<file path="src/rtl/mc_pkg.sv">
package mc_pkg;

  typedef enum logic [1:0] {
    ST_IDLE  = 2'd0,
    ST_RUN   = 2'd1,
    ST_DRAIN = 2'd2,
    ST_DIV   = 2'd3
  } mc_state_e;

  // Weighted luma, weights sum to 256 so the result fits 8 bits
  function automatic logic [7:0] rgb_to_gray(input logic [23:0] rgb);
    logic [15:0] acc;
    acc = 16'(rgb[23:16]) * 16'd77
        + 16'(rgb[15:8])  * 16'd150
        + 16'(rgb[7:0])   * 16'd29;
    return acc[15:8];
  endfunction

endpackage

</file>
<file path="src/rtl/mc_gray_diff.sv">
module mc_gray_diff #(
  parameter int X_W = 8,
  parameter int Y_W = 7
) (
  input  logic           clk,
  input  logic           rst_n,
  input  logic           in_valid,
  input  logic           in_sof,
  input  logic           in_last,
  input  logic [X_W-1:0] in_x,
  input  logic [Y_W-1:0] in_y,
  input  logic [23:0]    in_rgb,
  input  logic [7:0]     in_prev,
  output logic           o_valid,
  output logic           o_sof,
  output logic           o_last,
  output logic [X_W-1:0] o_x,
  output logic [Y_W-1:0] o_y,
  output logic [7:0]     o_diff
);
  import mc_pkg::*;

  logic [7:0] gray;
  logic [7:0] adiff;

  always_comb begin
    gray  = rgb_to_gray(in_rgb);
    adiff = (gray >= in_prev) ? (gray - in_prev) : (in_prev - gray);
  end

  always_ff @(posedge clk) begin
    if (!rst_n) begin
      o_valid <= 1'b0;
      o_sof   <= 1'b0;
      o_last  <= 1'b0;
      o_x     <= '0;
      o_y     <= '0;
      o_diff  <= '0;
    end else begin
      o_valid <= in_valid;
      o_sof   <= in_valid && in_sof;
      o_last  <= in_valid && in_last;
      if (in_valid) begin
        o_x    <= in_x;
        o_y    <= in_y;
        o_diff <= adiff;
      end
    end
  end

endmodule

</file>
<file path="src/rtl/mc_accum.sv">
module mc_accum #(
  parameter int X_W     = 8,
  parameter int Y_W     = 7,
  parameter int CNT_W   = 15,
  parameter int SX_W    = 23,
  parameter int SY_W    = 22,
  parameter int MAX_CNT = 19200
) (
  input  logic             clk,
  input  logic             rst_n,
  input  logic [7:0]       thr_i,
  input  logic             in_valid,
  input  logic             in_sof,
  input  logic             in_last,
  input  logic [X_W-1:0]   in_x,
  input  logic [Y_W-1:0]   in_y,
  input  logic [7:0]       in_diff,
  output logic [SX_W-1:0]  sum_x,
  output logic [SY_W-1:0]  sum_y,
  output logic [CNT_W-1:0] cnt,
  output logic             done
);

  logic moving;
  assign moving = in_diff > thr_i;

  always_ff @(posedge clk) begin
    if (!rst_n) begin
      sum_x <= '0;
      sum_y <= '0;
      cnt   <= '0;
      done  <= 1'b0;
    end else begin
      done <= in_valid && in_last;
      if (in_valid) begin
        if (in_sof) begin
          sum_x <= moving ? SX_W'(in_x) : '0;
          sum_y <= moving ? SY_W'(in_y) : '0;
          cnt   <= moving ? CNT_W'(1) : '0;
        end else if (moving) begin
          sum_x <= sum_x + SX_W'(in_x);
          sum_y <= sum_y + SY_W'(in_y);
          cnt   <= cnt + CNT_W'(1);
        end
      end
    end
  end


  clear_on_sof_chk: assert property (@(posedge clk) disable iff (!rst_n)
    (in_valid && in_sof) |=> (cnt <= CNT_W'(1)));


  below_thr_chk: assert property (@(posedge clk) disable iff (!rst_n)
    (in_valid && !in_sof && (in_diff <= thr_i)) |=> (cnt == $past(cnt)));


  cnt_bound_chk: assert property (@(posedge clk) disable iff (!rst_n)
    cnt <= CNT_W'(MAX_CNT));

endmodule

</file>
<file path="src/rtl/mc_divider.sv">
module mc_divider #(
  parameter int NUM_W = 23,
  parameter int DEN_W = 15,
  parameter int OUT_W = 8
) (
  input  logic             clk,
  input  logic             rst_n,
  input  logic             start_i,
  input  logic [NUM_W-1:0] num_i,
  input  logic [DEN_W-1:0] den_i,
  output logic             done_o,
  output logic [OUT_W-1:0] quo_o
);
  localparam int K_W = $clog2(NUM_W + 1);

  logic [NUM_W-1:0] q_q;
  logic [DEN_W-1:0] r_q;
  logic [DEN_W-1:0] d_q;
  logic [K_W-1:0]   k_q;
  logic [DEN_W:0]   r_shift;
  logic [DEN_W:0]   r_sub;
  logic             ge;

  always_comb begin
    r_shift = {r_q, q_q[NUM_W-1]};
    ge      = r_shift >= {1'b0, d_q};
    r_sub   = r_shift - {1'b0, d_q};
  end

  always_ff @(posedge clk) begin
    if (!rst_n) begin
      q_q    <= '0;
      r_q    <= '0;
      d_q    <= '0;
      k_q    <= '0;
      done_o <= 1'b0;
    end else if (start_i) begin
      q_q    <= num_i;
      r_q    <= '0;
      d_q    <= den_i;
      k_q    <= K_W'(NUM_W);
      done_o <= 1'b0;
    end else if (k_q != '0) begin
      q_q    <= {q_q[NUM_W-2:0], ge};
      r_q    <= ge ? r_sub[DEN_W-1:0] : r_shift[DEN_W-1:0];
      k_q    <= k_q - K_W'(1);
      done_o <= (k_q == K_W'(1));
    end else begin
      done_o <= 1'b0;
    end
  end

  assign quo_o = q_q[OUT_W-1:0];


  rem_lt_den_chk: assert property (@(posedge clk) disable iff (!rst_n)
    done_o |-> (r_q < d_q));

endmodule

</file>
<file path="src/rtl/motion_centroid.sv">
module motion_centroid #(
  parameter int COLS = 160,
  parameter int ROWS = 120,
  localparam int X_W = $clog2(COLS),
  localparam int Y_W = $clog2(ROWS)
) (
  input  logic           clk,
  input  logic           rst_n,
  input  logic [7:0]     thresh_i,
  input  logic           s_valid,
  output logic           s_ready,
  input  logic           s_sof,
  input  logic           s_eol,
  input  logic [23:0]    s_rgb,
  input  logic [7:0]     s_prev_gray,
  output logic           res_valid,
  output logic [X_W-1:0] res_x,
  output logic [Y_W-1:0] res_y,
  output logic           res_no_motion,
  output logic           frame_err
);
  import mc_pkg::*;

  localparam int NPIX  = COLS * ROWS;
  localparam int CNT_W = $clog2(NPIX + 1);
  localparam int SX_W  = X_W + CNT_W;
  localparam int SY_W  = Y_W + CNT_W;

  mc_state_e        state_q;
  logic [7:0]       thr_q;
  logic [X_W-1:0]   col_q;
  logic [Y_W-1:0]   row_q;
  logic             take;
  logic             last_beat;
  logic [X_W-1:0]   px_x;
  logic [Y_W-1:0]   px_y;

  logic             d_valid, d_sof, d_last;
  logic [X_W-1:0]   d_x;
  logic [Y_W-1:0]   d_y;
  logic [7:0]       d_diff;

  logic [SX_W-1:0]  sum_x;
  logic [SY_W-1:0]  sum_y;
  logic [CNT_W-1:0] cnt;
  logic             acc_done;

  logic             div_start;
  logic             dx_done, dy_done;
  logic             got_x, got_y;
  logic [X_W-1:0]   qx;
  logic [Y_W-1:0]   qy;

  // Stream acceptance and raster coordinates
  assign s_ready   = (state_q == ST_IDLE) || (state_q == ST_RUN);
  assign take      = s_valid && s_ready && ((state_q == ST_RUN) || s_sof);
  assign px_x      = s_sof ? '0 : col_q;
  assign px_y      = s_sof ? '0 : row_q;
  assign last_beat = take && s_eol && (px_y == Y_W'(ROWS - 1));
  assign div_start = (state_q == ST_DRAIN) && acc_done && (cnt != '0);

  always_ff @(posedge clk) begin
    if (!rst_n) begin
      col_q <= '0;
      row_q <= '0;
    end else if (take) begin
      if (s_eol) begin
        col_q <= '0;
        row_q <= px_y + Y_W'(1);
      end else begin
        col_q <= (px_x == X_W'(COLS - 1)) ? px_x : px_x + X_W'(1);
        row_q <= px_y;
      end
    end
  end

  // Control sequence
  always_ff @(posedge clk) begin
    if (!rst_n) begin
      state_q       <= ST_IDLE;
      thr_q         <= '0;
      res_valid     <= 1'b0;
      res_x         <= '0;
      res_y         <= '0;
      res_no_motion <= 1'b0;
      frame_err     <= 1'b0;
      got_x         <= 1'b0;
      got_y         <= 1'b0;
    end else begin
      res_valid <= 1'b0;
      frame_err <= 1'b0;
      unique case (state_q)
        ST_IDLE: begin
          thr_q <= thresh_i;
          if (take) state_q <= last_beat ? ST_DRAIN : ST_RUN;
        end
        ST_RUN: begin
          if (take && s_sof) frame_err <= 1'b1;
          if (last_beat) state_q <= ST_DRAIN;
        end
        ST_DRAIN: begin
          if (acc_done) begin
            if (cnt == '0) begin
              res_valid     <= 1'b1;
              res_no_motion <= 1'b1;
              state_q       <= ST_IDLE;
            end else begin
              got_x   <= 1'b0;
              got_y   <= 1'b0;
              state_q <= ST_DIV;
            end
          end
        end
        ST_DIV: begin
          if (dx_done) begin
            got_x <= 1'b1;
            res_x <= qx;
          end
          if (dy_done) begin
            got_y <= 1'b1;
            res_y <= qy;
          end
          if ((got_x || dx_done) && (got_y || dy_done)) begin
            res_valid     <= 1'b1;
            res_no_motion <= 1'b0;
            state_q       <= ST_IDLE;
          end
        end
        default: state_q <= ST_IDLE;
      endcase
    end
  end

  mc_gray_diff #(.X_W(X_W), .Y_W(Y_W)) diff_i (
    .clk      (clk),
    .rst_n    (rst_n),
    .in_valid (take),
    .in_sof   (s_sof),
    .in_last  (last_beat),
    .in_x     (px_x),
    .in_y     (px_y),
    .in_rgb   (s_rgb),
    .in_prev  (s_prev_gray),
    .o_valid  (d_valid),
    .o_sof    (d_sof),
    .o_last   (d_last),
    .o_x      (d_x),
    .o_y      (d_y),
    .o_diff   (d_diff)
  );

  mc_accum #(
    .X_W(X_W), .Y_W(Y_W), .CNT_W(CNT_W),
    .SX_W(SX_W), .SY_W(SY_W), .MAX_CNT(NPIX)
  ) acc_i (
    .clk      (clk),
    .rst_n    (rst_n),
    .thr_i    (thr_q),
    .in_valid (d_valid),
    .in_sof   (d_sof),
    .in_last  (d_last),
    .in_x     (d_x),
    .in_y     (d_y),
    .in_diff  (d_diff),
    .sum_x    (sum_x),
    .sum_y    (sum_y),
    .cnt      (cnt),
    .done     (acc_done)
  );

  mc_divider #(.NUM_W(SX_W), .DEN_W(CNT_W), .OUT_W(X_W)) div_x_i (
    .clk     (clk),
    .rst_n   (rst_n),
    .start_i (div_start),
    .num_i   (sum_x),
    .den_i   (cnt),
    .done_o  (dx_done),
    .quo_o   (qx)
  );

  mc_divider #(.NUM_W(SY_W), .DEN_W(CNT_W), .OUT_W(Y_W)) div_y_i (
    .clk     (clk),
    .rst_n   (rst_n),
    .start_i (div_start),
    .num_i   (sum_y),
    .den_i   (cnt),
    .done_o  (dy_done),
    .quo_o   (qy)
  );


  thr_hold_chk: assert property (@(posedge clk) disable iff (!rst_n)
    (state_q != ST_IDLE) |=> $stable(thr_q));


  res_range_chk: assert property (@(posedge clk) disable iff (!rst_n)
    res_valid |-> ((res_x <= X_W'(COLS - 1)) && (res_y <= Y_W'(ROWS - 1))));


  err_excl_chk: assert property (@(posedge clk) disable iff (!rst_n)
    !(res_valid && frame_err));


  nomo_hold_chk: assert property (@(posedge clk) disable iff (!rst_n)
    (res_valid && res_no_motion) |-> ($stable(res_x) && $stable(res_y)));


  ready_drop_chk: assert property (@(posedge clk) disable iff (!rst_n)
    last_beat |=> !s_ready);

endmodule

</file>
<file path="config.mk">
export PLATFORM = sky130hd
export DESIGN_NAME = motion_centroid
export DESIGN_NICKNAME = d
export VERILOG_FILES = /design/src/rtl/mc_pkg.sv /design/src/rtl/mc_gray_diff.sv /design/src/rtl/mc_accum.sv /design/src/rtl/mc_divider.sv /design/src/rtl/motion_centroid.sv
export SDC_FILE = /design/constraint.sdc
export NUM_CORES = 1
export LEC_CHECK = 0
export BUFFER_PORTS_ARGS = -buffer_cell sky130_fd_sc_hd__buf_2
export CORE_UTILIZATION = 39
export DETAILED_ROUTE_END_ITERATION = 16
export GPL_TIMING_DRIVEN = 0
export HOLD_SLACK_MARGIN = 0.12
export SLEW_MARGIN = 10
export SYNTH_ARGS = -nofsm -noshare
export SYNTH_HDL_FRONTEND = slang
export SYNTH_SLANG_ARGS = --single-unit
</file>
<file path="constraint.sdc">
create_clock -name clk -period 10.45 [get_ports clk]
set_clock_uncertainty 0.2 [all_clocks]
set_input_delay 1.5675 -clock clk [delete_from_list [all_inputs] [get_ports clk]]
set_output_delay 1.5675 -clock clk [all_outputs]
set_load 0.01 [all_outputs]
</file>
==> results of run 1 <==
==> synth_stat cells (10+ instances only) <==
cell        n
nand2_1   247
nand4_1    28
and3_1     22
nor3_1     20
o21ai_0    89
a311oi_1   48
buf_2      11
a21o_1     34
o21a_1     16
nand3_1    43
dfxtp_1   234
mux2i_1    14
clkbuf_1   61
a211oi_1   18
and2_1     10
inv_1     167
a22oi_1    11
ha_1      160
nor2b_1    23
xnor2_1    45
fa_1       61
nor2_1    171
a21oi_1   149
xor2_1     55
==> how the worst max path moves through the flow <==
stage	to	slack (ps)
after floorplan	diff_i.o_diff[5]$_SDFFE_PN0P_	1150
after global placement	diff_i.o_diff[5]$_SDFFE_PN0P_	430
after detailed placement	diff_i.o_diff[5]$_SDFFE_PN0P_	380
after CTS	diff_i.o_diff[5]$_SDFFE_PN0P_	910
after global routing	diff_i.o_diff[5]$_SDFFE_PN0P_	500
final	diff_i.o_diff[5]$_SDFFE_PN0P_	970
==> per-layer routing <==
layer,track usage,part of all wire
met5,0,0.00085
met4,0.0481,0.023
met3,0.0293,0.051
met2,0.335,0.45
met1,0.273,0.47
==> area by class of cell <==
class,instances,area [sq um]
antenna,3,7.51
buffer,87,389
clock buffer,36,759
clock inverter,13,176
fill,3981,22100
inverter,167,627
multi-input combinational,1390,9940
sequential,234,4680
tap,525,657
timing repair buffer,60,300
==> logic make-up (layout without fill, tap and decap cells) <==
| group | Yosys count | in the layout | share of synthesized area |
|---|---|---|---|
| DFF | 234 | 234 | 0.299 |
| adders and majority gates | 221 | 221 | 0.206 |
| other | 0 | 3 | 0 |
| xor gates and xnor gates | 100 | 100 | 0.0560 |
| AOI/OAI and AO/OA | 453 | 453 | 0.191 |
| muxes | 18 | 18 | 0.0118 |
| and+or+nand+nor | 598 | 598 | 0.170 |
| buffers and inverters | 254 | 363 | 0.0649 |
==> state kept, by name, indices dropped and copies added, names as in the netlist, 7 cells and up <==
name and count:
div_x_i.r_q 15, col_q 8, row_q 7, div_y_i.d_q 15
res_x 8, thr_q 8, acc_i.cnt 15, div_y_i.q_q 22
acc_i.sum_y 22, div_x_i.q_q 23, acc_i.sum_x 23, diff_i.o_diff 8
div_y_i.r_q 15, diff_i.o_x 8, res_y 7, diff_i.o_y 7
==> worst register-to-register path: cells and delay by family (launching register included) <==
family / cells / cell delay (ps)
xor gates and xnor gates: 1 / 160
adders and majority gates: 1 / 280
and+or+nand+nor: 3 / 440
DFF: 1 / 340
buffers and inverters: 2 / 470
AOI/OAI and AO/OA: 2 / 1440
==> stage by stage <==
step | cells | hold slack [ps]
2_1_floorplan | 1878 | 232
4_1_cts | 2512 | 258
5_1_grt | 2513 | 282
3_3_place_gp | 2463 | 245
3_5_place_dp | 2463 | 250
6_report | 2515 | 255
==> impl_results.md, run 1 <==
- Number of global-route vias before repair: 13200
- Global-route wire length before repair: 67500 um
- WP data arrival: 9690 ps
- Mean routed wirelength per cell: 16.3 um
- Placed wire-length estimate after detailed placement: 31700 um
- Total number of placement rows: 73
- Worst reg2reg path endpoint: acc_i.cnt[8]$_SDFFE_PN0P_
- Headroom to the max-slew limit: 0.124
- Largest fanout on the critical path: 8
- Clk root buf: clkbuf_16
- Setup bufs post-CTS: 0
- Longest individual stage delay on the worst path: 550 ps
- IO Count: 64
- Layout overhead on the synthesized area: 12.1%
- Remaining global-route overflow: 0
- Worst Hold End: div_y_i.d_q[5]$_SDFFE_PN0P_
- Cell type group with the largest total delay on the critical path: adder cells
- Number of flip-flops and latches in the synthesized netlist: 234
- Final standard cell area without fillers: 0.0175 sq mm
- Post-synthesis instance total: 1878
- Largest net degree at the start of global routing: 14
- Setup TNS: 0 ps
- Number of buffers inserted during clock tree synthesis: 27
- Top cell type's share of synthesized area: 0.299
- Y dimension of the die: 202 um
- Initial detailed-routing violation count: 731
- Placed Area: 0.0166 sq mm
- Synthesized Nets: 2144
- Time the worst path needs with I/O delays and setup: 9480 ps
- Total iterations of the first detailed-routing run: 10
- Worst hold path stage count: 2
- Clock Tree Buf Depth: 3
- Failing checks: design-rule violations
- Fraction of layout cells with a size suffix above 1: 0.0760
- Vias: 13400
- Mapped Avg Cell Area: 8.33 sq um
- Launching element type of the critical path: input port
- Library cell occupying the most area in the post-synthesis netlist: dfxtp_1
- Clock insertion delay at the later pin of the skew report: 540 ps
- Count of instances resized after the clock tree is built: 0
- Sink count of the clock tree: 234
- Finish-stage setup viols: 0
- Most common library cell in the layout ignoring fill and taps: nand2_1
- Number of warning messages in the yosys log: 0
- Clock tree from TritonCTS: yes
- Total number of H-tree levels: 1
- Number of buffer cells added on primary ports: 60
- Post-route setup slack: 969 ps
- Worst Path Buf+Inv: 7
- Initial antenna violation count: 6
- WP data required: 10660 ps
- Total number of nets in the final design: 2233
- Core Footprint: 0.0396 sq mm
- Reported max-cap violation count: 0
- Origin of the critical flop-to-flop path: thr_q[6]$_SDFFE_PN0P_
- Effective utilization at floorplan: 0.395
- Final core utilization: 0.443
- Post-cts hold buffer count: 0
- Synth area leaders: dfxtp_1 (30%), ha_1 (13%), fa_1 (7.8%), nand2_1 (5.9%), a21oi_1 (4.8%)
- Post-detailed-routing wire length: 41000 um
- Post-synthesis async set-or-reset flop share: 0
- Gp weighted congestion: 0.869
- Post-synthesis sequential area ratio: 0.299
- Kind of path behind the tightest hold check: reg2reg
- Count of cells along the worst register-to-register path: 9
- Crit Path Class: in2reg
- Vias per std cell: 5.32
- Worst setup path start: s_rgb[12]
- Flip-flop cell with the highest count after synthesis: dfxtp_1
- Global-route usage over all layers: 0.201
- Most Frequent Cell on Critical Path: ha_1
- Upper clock frequency limit: 0.105 GHz
- Area of the die: 0.0409 sq mm
- Kind of capture point of the worst setup path: register
- Clock slew at the register clock pins of the worst setup and hold paths: 60 ps
- Number of hold-slack violations in the final timing report: 0
- Standard cell with the maximum stage delay on the critical path: fa_1
- Share of the clock period used by the worst path: 0.907
- Max-slew violation total from the final report: 0
- Die Span X: 202 um
- Post-DRT Antenna Nets: 0
- DRC violations left: 4
- Pre-CTS setup slack: 380 ps
- Reg-to-reg setup timing slack: 6990 ps
- Path length in cells of the critical path: 34
- Run status: finished with violations
- Transition time at the pin with the least slew margin: 1300 ps
- Hold Path Origin: div_y_i.d_q[5]$_SDFFE_PN0P_
- Unrepaired setup endpoints after global routing: false
- Distinct cell type count after synthesis: 81
- Netlist area before placement: 0.0156 sq mm
- Number of flops mapped to enable cells by yosys: 0
- Most used cells in the layout excluding fill and tap cells: nand2_1 (247), dfxtp_1 (234), nor2_1 (171)
Power of run 1 is not shown: default switching activity piles up to over one toggle a cycle in this logic, so the estimate is an artifact.
==> inputs of run 2 (changes only) <==
- CTS_CLUSTER_SIZE: default -> 16
- PLACE_DENSITY: default -> 0.66
- TNS_END_PERCENT: default -> 30
==> impl_results.md, run 2 (synthesis results as in run 1) <==
- Layout overhead on the synthesized area: 11.4%
- Max-slew violation total from the final report: 0
- Mean routed wirelength per cell: 16.3 um
- Most common library cell in the layout ignoring fill and taps: nand2_1
- DRC violations left: 0
- Sink count of the clock tree: 234
- Fraction of layout cells with a size suffix above 1: 0.0717
- Total number of nets in the final design: 2231
- Y dimension of the die: 202 um
- Total number of placement rows: 73
- Kind of capture point of the worst setup path: register
- Standard cell with the maximum stage delay on the critical path: fa_1
- Post-cts hold buffer count: 0
- Placed Area: 0.0166 sq mm
- Largest fanout on the critical path: 8
- Clk root buf: clkbuf_16
- Upper clock frequency limit: 0.104 GHz
- Number of hold-slack violations in the final timing report: 0
- Number of buffers inserted during clock tree synthesis: 25
- Clock slew at the register clock pins of the worst setup and hold paths: 60 ps
- Reported max-cap violation count: 0
- Most Frequent Cell on Critical Path: ha_1
- Area of the die: 0.0409 sq mm
- Placed wire-length estimate after detailed placement: 31200 um
- Gp weighted congestion: 0.905
- Die Span X: 202 um
- Most used cells in the layout excluding fill and tap cells: nand2_1 (247), dfxtp_1 (234), nor2_1 (171)
- Crit Path Class: in2reg
- Core Footprint: 0.0396 sq mm
- Longest individual stage delay on the worst path: 550 ps
- Number of buffer cells added on primary ports: 60
- Largest net degree at the start of global routing: 14
- WP data required: 10670 ps
- Post-DRT Antenna Nets: 0
- WP data arrival: 9820 ps
- Number of global-route vias before repair: 13500
- Final standard cell area without fillers: 0.0174 sq mm
- IO Count: 64
- Count of instances resized after the clock tree is built: 0
- Initial detailed-routing violation count: 792
- Remaining global-route overflow: 0
- Layout fillers: 3940
- Clock tree from TritonCTS: yes
- Finish-stage setup viols: 0
- Launching element type of the critical path: input port
- Largest registers ranked by flip-flop count: acc_i.sum_x: 23 flops, div_x_i.q_q: 23 flops
- Clock insertion delay at the later pin of the skew report: 540 ps
- Effective utilization at floorplan: 0.395
- Run status: completed
- Transition time at the pin with the least slew margin: 1160 ps
- Setup bufs post-CTS: 0
- Setup TNS: 0 ps
- Unrepaired setup endpoints after global routing: false
- Share of the clock period used by the worst path: 0.919
- Headroom to the max-slew limit: 0.222
- Global-route wire length before repair: 67200 um
- Storage element area: 0.00468 sq mm
- Vias per std cell: 5.41
- Time the worst path needs with I/O delays and setup: 9600 ps
- Total number of H-tree levels: 1
- Clock Tree Buf Depth: 3
- Initial antenna violation count: 4
- Vias: 13600
- Global-route usage over all layers: 0.199
- Area taken by multi-input logic gates: 0.00994 sq mm
- Kind of path behind the tightest hold check: reg2reg
- Post-detailed-routing wire length: 40700 um
- Total iterations of the first detailed-routing run: 5
## run 2: final cells by class
class,instances,share of cell area
multi-input combinational,1390,0.570
sequential,234,0.269
clock buffer,35,0.0398
tap,525,0.0377
inverter,167,0.0360
buffer,87,0.0223
timing repair buffer,60,0.0172
clock inverter,8,0.00761
antenna,1,0.000144
## run 2: path summary, 6_finish.rpt
kind                                    start                             to  slack (ps)  cells after the start
setup / recovery                    s_rgb[12]  diff_i.o_diff[5]$_SDFFE_PN0P_         850                     34
hold / removal    div_y_i.d_q[6]$_SDFFE_PN0P_    div_y_i.d_q[6]$_SDFFE_PN0P_         260                      2
setup reg to reg        thr_q[6]$_SDFFE_PN0P_     acc_i.cnt[11]$_SDFFE_PN0P_        7120                      9
hold reg to reg   div_y_i.d_q[6]$_SDFFE_PN0P_    div_y_i.d_q[6]$_SDFFE_PN0P_         260                      2
## run 2: stage by stage
stage          utilization  instances  hold WS, ps  worst slack (ps)
3_5_place_dp         0.419       2463          247               353
6_report             0.440       2507          256               847
3_3_place_gp         0.419       2463          244               479
5_1_grt              0.440       2507          276               242
2_1_floorplan            -       1878          232              1150
4_1_cts              0.440       2506          255               882
## run 2: worst max-delay path, delay by kind of cell
family / cells / cell delay (ps)
adder cells (fa/ha/maj): 11 / 4320
AO/OA/AOI/OAI: 10 / 2090
buffers and inverters: 7 / 580
XOR/XNOR: 3 / 580
multiplexers: 1 / 400
AND/OR/NAND/NOR: 2 / 260
## run 2: metal layers
| layer | vias up | wire, um | track usage |
|---|---|---|---|
| li1 | 6683 | - | - |
| met1 | 6469 | 18500 | 0.258 |
| met2 | 339 | 19100 | 0.343 |
| met3 | 77 | 2130 | 0.0266 |
| met4 | 6 | 969 | 0.0542 |
| met5 | - | 37 | 0 |
Power of run 2 is left out for the same reason.
